`config.mk`:
```
export PLATFORM = sky130hd
export DESIGN_NAME = bitop_unit
export DESIGN_NICKNAME = d
export VERILOG_FILES = /design/src/rtl/bitop_pkg.sv /design/src/rtl/bitop_ctrl.sv /design/src/rtl/bitop_dpath.sv /design/src/rtl/bitop_unit.sv
export SDC_FILE = /design/constraint.sdc
export NUM_CORES = 1
export LEC_CHECK = 0
export CORE_UTILIZATION = 40
export DETAILED_ROUTE_END_ITERATION = 16
export PLACE_DENSITY = 0.7
export SYNTH_ARGS = -nofsm -noshare
export SYNTH_HDL_FRONTEND = slang
export SYNTH_SLANG_ARGS = --single-unit
```
`constraint.sdc`:
```
create_clock -name clk -period 2 [get_ports clk]
set_clock_uncertainty 0.2 [all_clocks]
set_input_delay 0.4 -clock clk [delete_from_list [all_inputs] [get_ports clk]]
set_output_delay 0.4 -clock clk [all_outputs]
set_load 0.02 [all_outputs]
```
`src/rtl/bitop_pkg.sv`:
```
package bitop_pkg;
  localparam int DW_DEF = 8;
  localparam int AW_DEF = 16;
  localparam int NSLOT = 7;
  localparam int FW = 4;
  localparam logic [2:0] SEL_MEM = 3'd6;
  localparam logic [2:0] SEL_A = 3'd7;

  typedef enum logic [1:0] {
    OP_SHIFT = 2'b00,
    OP_TEST  = 2'b01,
    OP_CLR   = 2'b10,
    OP_SET   = 2'b11
  } bitKind_e;

  typedef struct packed {
    logic latchOp;
    logic memRd;
    logic memWr;
    logic latchMem;
    logic latchRes;
    logic regWrite;
    logic flagWrite;
  } ctlStrobe_t;

  function automatic bitKind_e opKind(input logic [7:0] op);
    return bitKind_e'(op[7:6]);
  endfunction

  function automatic logic opIsMem(input logic [7:0] op);
    return op[2:0] == SEL_MEM;
  endfunction

  function automatic logic [2:0] slotOf(input logic [2:0] sel);
    return (sel == SEL_A) ? 3'd6 : sel;
  endfunction
endpackage

```
`src/rtl/bitop_ctrl.sv`:
```
module bitop_ctrl
  import bitop_pkg::*;
(
  input  logic       clk,
  input  logic       rstN,
  input  logic       start,
  input  logic [7:0] opcode,
  input  logic       curIsTest,
  input  logic       memRvalid,
  input  logic       memWack,
  output ctlStrobe_t ctl,
  output logic       done,
  output logic       unhandled
);
  typedef enum logic [2:0] {S_IDLE, S_EXEC, S_MRD, S_MOP, S_MWR, S_FIN} seqState_e;

  seqState_e state, nextState;
  logic skipQ;
  logic accept;
  logic handledIn;

  assign accept    = start && (state == S_IDLE);
  assign handledIn = opKind(opcode) != OP_SHIFT;

  always_comb begin
    ctl       = '0;
    nextState = state;
    case (state)
      S_IDLE: if (start) begin
        ctl.latchOp = 1'b1;
        if (!handledIn)           nextState = S_FIN;
        else if (opIsMem(opcode)) nextState = S_MRD;
        else                      nextState = S_EXEC;
      end
      S_EXEC: begin
        ctl.regWrite  = !curIsTest;
        ctl.flagWrite = curIsTest;
        nextState     = S_FIN;
      end
      S_MRD: begin
        ctl.memRd = 1'b1;
        if (memRvalid) begin
          ctl.latchMem = 1'b1;
          nextState    = S_MOP;
        end
      end
      S_MOP: begin
        ctl.latchRes  = 1'b1;
        ctl.flagWrite = curIsTest;
        nextState     = S_MWR;
      end
      S_MWR: begin
        ctl.memWr = !curIsTest;
        if (curIsTest || memWack) nextState = S_FIN;
      end
      S_FIN:   nextState = S_IDLE;
      default: nextState = S_IDLE;
    endcase
  end

  always_ff @(posedge clk or negedge rstN) begin
    if (!rstN) begin
      state <= S_IDLE;
      skipQ <= 1'b0;
    end else begin
      state <= nextState;
      if (accept) skipQ <= !handledIn;
    end
  end

  assign done      = (state == S_FIN);
  assign unhandled = done && skipQ;


  reg_len_chk: assert property (@(posedge clk) disable iff (!rstN)
    accept && handledIn && !opIsMem(opcode) |=> ##1 done);

  skip_done_chk: assert property (@(posedge clk) disable iff (!rstN)
    accept && !handledIn |=> done && unhandled);

  done_pulse_chk: assert property (@(posedge clk) disable iff (!rstN)
    done |=> !done);

  mem_mutex_chk: assert property (@(posedge clk) disable iff (!rstN)
    !(ctl.memRd && ctl.memWr));

  single_read_chk: assert property (@(posedge clk) disable iff (!rstN)
    ctl.latchMem |=> !ctl.memRd);
endmodule

```
`src/rtl/bitop_dpath.sv`:
```
module bitop_dpath
  import bitop_pkg::*;
#(
  parameter int DW = DW_DEF,
  parameter int AW = AW_DEF
) (
  input  logic                clk,
  input  logic                rstN,
  input  ctlStrobe_t          ctl,
  input  logic [7:0]          opcode,
  input  logic [DW-1:0]       memRdata,
  input  logic                loadEn,
  input  logic [2:0]          loadSel,
  input  logic [DW-1:0]       loadData,
  input  logic                flagLoadEn,
  input  logic [FW-1:0]       flagLoadData,
  output logic                curIsTest,
  output logic [AW-1:0]       memAddr,
  output logic [DW-1:0]       memWdata,
  output logic [NSLOT*DW-1:0] regView,
  output logic [DW-1:0]       flagsOut
);
  localparam int BW = $clog2(DW);
  localparam int H_SLOT = 4;
  localparam int L_SLOT = 5;

  logic [7:0]    opQ;
  logic [DW-1:0] memQ, resQ;
  logic [FW-1:0] flagQ;

  bitKind_e      kind;
  logic [BW-1:0] bitNum;
  logic [2:0]    sel;
  logic          isMem;
  logic [DW-1:0] operand, mask, result;
  logic          testedBit;

  assign kind      = opKind(opQ);
  assign bitNum    = opQ[3 +: BW];
  assign sel       = opQ[2:0];
  assign isMem     = opIsMem(opQ);
  assign curIsTest = (kind == OP_TEST);

  assign operand   = isMem ? memQ : regView[int'(slotOf(sel)) * DW +: DW];
  assign mask      = {{(DW-1){1'b0}}, 1'b1} << bitNum;
  assign result    = (kind == OP_CLR) ? (operand & ~mask) : (operand | mask);
  assign testedBit = operand[bitNum];

  always_ff @(posedge clk or negedge rstN) begin
    if (!rstN) begin
      opQ   <= '0;
      memQ  <= '0;
      resQ  <= '0;
      flagQ <= '0;
    end else begin
      if (ctl.latchOp)  opQ  <= opcode;
      if (ctl.latchMem) memQ <= memRdata;
      if (ctl.latchRes) resQ <= result;
      if (ctl.flagWrite)    flagQ <= {~testedBit, 1'b0, 1'b1, flagQ[0]};
      else if (flagLoadEn)  flagQ <= flagLoadData;
    end
  end

  for (genvar g = 0; g < NSLOT; g++) begin : g_slot
    localparam logic [2:0] CODE = (g == NSLOT - 1) ? SEL_A : 3'(g);
    logic [DW-1:0] slotQ;
    always_ff @(posedge clk or negedge rstN) begin
      if (!rstN)                               slotQ <= '0;
      else if (ctl.regWrite && sel == CODE)    slotQ <= result;
      else if (loadEn && loadSel == CODE)      slotQ <= loadData;
    end
    assign regView[g*DW +: DW] = slotQ;
  end

  assign memAddr  = AW'({regView[H_SLOT*DW +: DW], regView[L_SLOT*DW +: DW]});
  assign memWdata = resQ;
  assign flagsOut = {flagQ, {(DW-FW){1'b0}}};


  test_flags_chk: assert property (@(posedge clk) disable iff (!rstN)
    ctl.flagWrite |=> flagQ[2:1] == 2'b01 && flagQ[0] == $past(flagQ[0]));

  clrset_flags_chk: assert property (@(posedge clk) disable iff (!rstN)
    (ctl.regWrite || ctl.memWr) && !flagLoadEn |=> $stable(flagQ));

  test_nowrite_chk: assert property (@(posedge clk) disable iff (!rstN)
    curIsTest |-> !ctl.regWrite && !ctl.memWr);

  wr_bit_chk: assert property (@(posedge clk) disable iff (!rstN)
    ctl.memWr |-> memWdata[bitNum] == (kind == OP_SET));

  rd_slot_chk: assert property (@(posedge clk) disable iff (!rstN)
    ctl.memRd |-> isMem);
endmodule

```
`src/rtl/bitop_unit.sv`:
```
module bitop_unit
  import bitop_pkg::*;
#(
  parameter int DW = DW_DEF,
  parameter int AW = AW_DEF
) (
  input  logic                clk,
  input  logic                rstN,
  input  logic                start,
  input  logic [7:0]          opcode,
  output logic                done,
  output logic                unhandled,
  input  logic                loadEn,
  input  logic [2:0]          loadSel,
  input  logic [DW-1:0]       loadData,
  input  logic                flagLoadEn,
  input  logic [FW-1:0]       flagLoadData,
  output logic [NSLOT*DW-1:0] regView,
  output logic [DW-1:0]       flags,
  output logic                memRd,
  output logic                memWr,
  output logic [AW-1:0]       memAddr,
  output logic [DW-1:0]       memWdata,
  input  logic [DW-1:0]       memRdata,
  input  logic                memRvalid,
  input  logic                memWack
);
  ctlStrobe_t ctl;
  logic curIsTest;

  bitop_ctrl u_ctrl (
    .clk(clk), .rstN(rstN), .start(start), .opcode(opcode),
    .curIsTest(curIsTest), .memRvalid(memRvalid), .memWack(memWack),
    .ctl(ctl), .done(done), .unhandled(unhandled)
  );

  bitop_dpath #(.DW(DW), .AW(AW)) u_dpath (
    .clk(clk), .rstN(rstN), .ctl(ctl), .opcode(opcode), .memRdata(memRdata),
    .loadEn(loadEn), .loadSel(loadSel), .loadData(loadData),
    .flagLoadEn(flagLoadEn), .flagLoadData(flagLoadData),
    .curIsTest(curIsTest), .memAddr(memAddr), .memWdata(memWdata),
    .regView(regView), .flagsOut(flags)
  );

  assign memRd = ctl.memRd;
  assign memWr = ctl.memWr;
endmodule

```
## After elaboration in Yosys (flattened, before gate mapping)

Index checks and enable logic that the tools add are counted.

| word-level totals | value |
|---|---|
| output and inout bits | 92 |
| logic and storage cells | 116 |
| bits in registers | 88 |

| cells by class | value |
|---|---|
| bitwise logic cells | 5 |
| order comparisons | 1 |
| multiplexer cells | 36 |
| shift-type cells | 2 |
| reduce and logical (&&, ||, !) cells | 34 |
| equality and inequality tests | 24 |

Operator list:

| operator | count |
|---|---|
| 8-bit two-way mux | 16 |
| 56-bit by 7-bit variable part select with 8-bit output | 1 |
| 3-bit equality test (second input constant) | 10 |
| 3-bit by 2-bit equality test with 1-bit output (second input constant) | 6 |
| 2-bit nonzero test | 9 |
| 1-bit logical AND | 16 |
| 3-bit two-way mux | 5 |
| 3-bit case mux with 5 select lines | 1 |
| 1-bit two-way mux | 10 |
| 3-bit by 1-bit equality test with 1-bit output (second input constant) | 3 |
| 3-bit zero test | 3 |
| 8-bit AND | 1 |
| 4-bit two-way mux | 2 |
| 8-bit NOT | 1 |
| 8-bit OR | 1 |
| 1-bit by 3-bit << shifter with 8-bit output (first input constant) | 1 |
| 3-bit by 4-bit < comparator with 1-bit output (second input constant) | 1 |
| 2-bit != test (second input constant) | 2 |
| 1-bit binary-select mux with 3-bit select | 1 |
| 3-bit AND reduction | 1 |
| 2-bit by 1-bit equality test with 1-bit output (second input constant) | 1 |
| 2-bit equality test (second input constant) | 1 |
| 1-bit zero test | 2 |
| 2-bit two-way mux | 1 |
| 5 further kinds | 6 |

## Depth between registers and ports, before layout

| logic depth | value |
|---|---|
| depth in word-level cells | 8 |
| depth in mapped cells | 8 |
| depth with buffers taken out | 5 |

## Modules after synthesis

Synthesis repeated with hierarchy kept, for this count alone.

| unflattened totals | value |
|---|---|
| cell total of the unflattened synthesis | 440 |
| area total of the unflattened synthesis | 4872.2 um2 |

By module, submodules not included:

| module | times used | area each (um2) | cells each |
|---|---|---|---|
| bitop_dpath | 1 | 4595.7 | 409 |
| bitop_ctrl | 1 | 276.5 | 31 |

## Least setup slack after synthesis

No wires, ideal clock.

| timing | value |
|---|---|
| kind | register to register |
| start point | reg u_dpath.opQ[0] |
| end point | reg u_dpath.resQ[4], in the netlist u_dpath.memWdata[4] |
| library setup time | 125 ps |
| slack | -16 ps |
| arrival time | 1691 ps |
| period minus slack after synthesis | 2016 ps |
| cell stages (with the launch flop) | 7 |
| data required time | 1675 ps |
| cells stage by stage | dfrtp_1 -> buf_6 -> buf_6 -> mux4_2 -> mux2i_1 -> mux2i_2 -> mux2_2 |

| between the ends | value |
|---|---|
| cells in the longest elaborated chain, start to end | 6 |
| elaborated cells on any way between the ends | 8 |
| classes of those cells | 2 x eq/ne; 1 x shift; 3 x mux; 2 x bitwise |

RTL lines:

| what | line | source |
|---|---|---|
| start: declaration | bitop_dpath.sv:27 | `logic [7:0] opQ;` |
| start signal: assignment | bitop_dpath.sv:56 | `if (ctl.latchOp) opQ <= opcode;` |
| 3-bit equality test | bitop_pkg.sv:35 | `return (sel == SEL_A) ? 3'd6 : sel;` |
| 3-bit two-way mux | bitop_pkg.sv:35 |  |
| 56-bit by 7-bit variable part select with 8-bit output | bitop_dpath.sv:44 | `assign operand = isMem ? memQ : regView[int'(slotOf(sel)) * DW +: DW];` |
| 8-bit two-way mux (*) | bitop_dpath.sv:44 |  |
| 8-bit OR or 8-bit AND (tied branches) | bitop_dpath.sv:46 | `assign result = (kind == OP_CLR) ? (operand & ~mask) : (operand \| mask);` |
| 8-bit two-way mux (*) | bitop_dpath.sv:46 |  |
| end signal: assignment | bitop_dpath.sv:58 | `if (ctl.latchRes) resQ <= result;` |
| end: declaration | bitop_dpath.sv:28 | `logic [DW-1:0] memQ, resQ;` |

Mark *: on every way between the ends. The rest lies on a longest branch, timed or not.
A chain may end at the register's enable or synchronous reset.

## Worst setup path after layout

| timing | value |
|---|---|
| start point | reg u_dpath.opQ[0] |
| end point | reg u_dpath.resQ[5], in the netlist u_dpath.memWdata[5] |

The elaborated chain is that of the path after synthesis.

==> run_results.csv <==
group,metric,value,unit
hold_path,hp-class,"reg -> reg",
die,dieHeight,115,µm
synthesis,synth_fa_ha_area_frac,0,
die,core_area,0.0122,mm²
flow_run,drv_cap,0,
detailed_routing,post_drt_wl_per_cell,18.9,µm
worst_setup_path,required,2030,ps
die,die_w,115,µm
clocking,cts_tree,"built",
layout,multi_input_area,0.00275,mm²
synthesis,netlist_area,0.00507,mm²
worst_setup_path,crit_end,"u_dpath.memWdata[5]",
layout,drive_gt1_frac,0.359,
global_routing,grt_util_met2,0.435,
die,die_area,0.0131,mm²
worst_setup_path,startpoint_type,"flop",
detailed_routing,via_per_inst,5.42,
worst_setup_path,cp_top_family,"multiplexers",
synthesis,synth_top_family_by_area,"multiplexers",
synthesis,yosysWarnings,0,
run_status,status,"complete, but fails checks",
detailed_routing,firstDrtPassIters,5,
global_routing,grt_start_max_net_pins,32,
synthesis,syn_inst,483,
die,rows,40,
timing,final.setup.worst_slack,-247,ps
timing,rsz0062_at_grt,"true",
layout,layout_common_cells,"97 x buf_4, 87 x dfrtp_1, 78 x clkdlybuf4s50_1",
layout,postLayoutCoreUtil,0.635,
die,initial_core_util,0.417,
detailed_routing,detailedRoute.firstIterationViolations,309,
global_routing,grt_pass1_wl,24800,µm
timing,finalHoldViolations,0,
synthesis,ys_seq_area_frac,0.435,
worst_setup_path,crit_type,"reg -> reg",
layout,fillCellCount,965,
pwr,p_leak,3.53,nW
worst_setup_path,crit_fanout,8,
layout,antenna_cells,0,
timing,final.period_utilization,1.12,
worst_setup_path,rrSetupSlack,-250,ps
clocking,cts.sinks,88,
clocking,cts_max_path_buffers,2,
placement,hpwl,11700,µm
synthesis,synthXorXnorAreaFrac,0,
timing,worst_slew_pin_slew,605,ps
global_routing,grt_pass1_vias,4717,
clocking,cts_root_buf,"clkbuf_16",
worst_setup_path,cp_cell_sequence,"buf_12 -> mux4_2 -> a22o_4 -> nor3_4 -> a21oi_4 -> mux2_2",
worst_setup_path,crit_cells,6,
run_status,violations,"setup timing",
hold_path,holdPathStages,2,
clocking,cts_buffers,9,
detailed_routing,finalWirelength,16200,µm
synthesis,synthMuxAreaShare,0.240,
timing,fin_crit,2250,ps
worst_setup_path,timing.critical_path.buf_inv,1,
synthesis,syn_area_per_cell,10.5,µm²
global_routing,grt_antenna_before_repair,0,
worst_setup_path,cp-startpoint,"u_dpath.opQ[0]",
layout,nets,725,
worst_setup_path,cp_slowest_cell,"mux4_2",
layout,final_common_cell,"buf_4",
global_routing,grt-ovfl-total,0,
worst_setup_path,max_stage_delay,560,ps
synthesis,synthDistinctLibCells,57,
timing,finalSetupViolations,65,
synthesis,synthArstFlopShare,1.00,
worst_setup_path,critPathArrivalTime,2280,ps
synthesis,synth_compound_area_frac,0.122,
pwr,vdd_ir_drop_max,1.08,mV
placement,io_buffers,125,
detailed_routing,route.detailed.drc,0,
synthesis,ys_seq_elements,88,
synthesis,synth_edf_count,0,
global_routing,grtUsageMet3,0.0466,
global_routing,track_usage,0.250,
die,ios,130,
worst_setup_path,reg2reg_depth,6,
timing,finalMaxSlewViolations,0,
timing,maxSlewHeadroom,0.589,
timing,fmax,445,MHz
detailed_routing,ant_nets,0,
synthesis,synthFlopType,"dfrtp_1",
layout,final-seq-area,0.00220,mm²
clocking,clk_latency,340,ps
worst_setup_path,crit_path_end_kind,"flop",
clocking,htreeDepth,3,
placement,finalWeightedCongestion,0.862,
global_routing,busiest_layer,"met2",
global_routing,grt_use_met1,0.318,
synthesis,yosys.area_share.simple,0.140,
pwr,p_per_area,1910,mW/mm²
worst_setup_path,r2r-end,"u_dpath.memWdata[5]",
timing,setup_tns,-9110,ps
worst_setup_path,r2r_start,"u_dpath.opQ[0]",
layout,syn2layout_area_growth,52.6,%
clocking,clkTransAtPathRegs,70,ps
detailed_routing,dr_total_vias,4656,
-- worst min-delay path by stage --
| stage | startpoint | end | slack [ps] |
|---|---|---|---|
| final | u_dpath.memWdata[2] | u_dpath.memWdata[2] | 300 |
| after global routing | u_dpath.flagQ[0] | u_dpath.flagQ[0] | 310 |
| after CTS | u_dpath.flagQ[0] | u_dpath.flagQ[0] | 310 |
| after detailed placement | rstN | u_dpath.opQ[7] | 180 |
| after global placement | rstN | u_dpath.opQ[7] | 180 |
| after floorplan | rstN | u_ctrl.skipQ | -100 |
-- routing by layer --
metal  up-vias  part of all wire
met5         -                 0
met3        33             0.060
li1       2111                 -
met1      2309              0.42
met2       203              0.50
met4         0             0.018
-- power by group --
group          leakage (nW)  internal (mW)  switching (mW)
Clock                 0.164           1.23           0.733
Sequential             1.06           2.61           0.742
Combinational          2.31           4.64            4.78
-- what timing repair did --
item / 4_1_cts / 5_1_grt
hold buffers: 1 / 0
gates cloned: 1 / 0
endpoints found under the setup margin: 102 / 78
buffers inserted: 7 / 2
resized for setup: 107 / 35
endpoints found under the hold margin: 28 / 0
pin swaps: 37 / 9
-- sequential cells by signal, indices dropped and copies added, names as in the netlist --
| signal | count |
|---|---|
| u_ctrl.skipQ | 1 |
| u_ctrl.state | 3 |
| u_dpath.flagQ | 4 |
| u_dpath.g_slot.slotQ | 56 |
| u_dpath.memQ | 8 |
| u_dpath.memWdata | 8 |
| u_dpath.opQ | 8 |
-- cell type report --
cell class,count,share of cell area
tap,168,0.0272
clock inverter,6,0.0152
inverter,6,0.00291
timing repair buffer,237,0.285
multi-input combinational,345,0.356
sequential,88,0.285
clock buffer,9,0.0291
-- metrics by stage --
step	power, mW	instance area, µm²	worst slack (ps)	hold slack (ps)	cells
after global placement	11.6	7100	-366	176	833
after floorplan	7.85	5080	-1.98	-95.6	486
after detailed placement	11.8	7100	-447	183	833
after global routing	15.4	7730	-273	313	859
final	14.7	7730	-247	299	859
after CTS	14.3	7610	-231	306	857
-- cell families (layout without fill, tap and decap cells) --
| kind of cell | count (synthesis) | in the layout |
|---|---|---|
| buffers and inverters | 53 | 258 |
| muxes | 97 | 97 |
| AOI/OAI and AO/OA | 100 | 100 |
| other | 1 | 4 |
| DFF | 88 | 88 |
| and+or+nand+nor | 144 | 144 |
-- worst register-to-register path, cell delays in order (launching register included) --
cell     delay (ps)
dfrtp_2         390
buf_12          150
mux4_2          570
a22o_4          260
nor3_4          150
a21oi_4         100
mux2_2          310
-- synth_stat cells, types with 3 or more instances --
master,count,area share
nand2b_1,7,0.0086
nor3b_1,3,0.0044
a21oi_1,23,0.023
dfrtp_1,88,0.43
inv_1,6,0.0044
nor3_2,3,0.0059
o21ai_0,41,0.041
and3_1,3,0.0037
mux2_2,52,0.12
nor2b_1,8,0.0099
mux2i_1,29,0.057
nand2_1,65,0.048
nor2_1,30,0.022
o31ai_1,3,0.0044
mux4_2,13,0.058
nand3_1,6,0.0059
o21a_1,6,0.0089
buf_4,23,0.034
a22oi_1,6,0.0089
buf_6,3,0.0067
nor3_1,6,0.0059
clkbuf_1,15,0.011
buf_2,5,0.0049
Note: power is estimated with default switching activity, not from simulation.
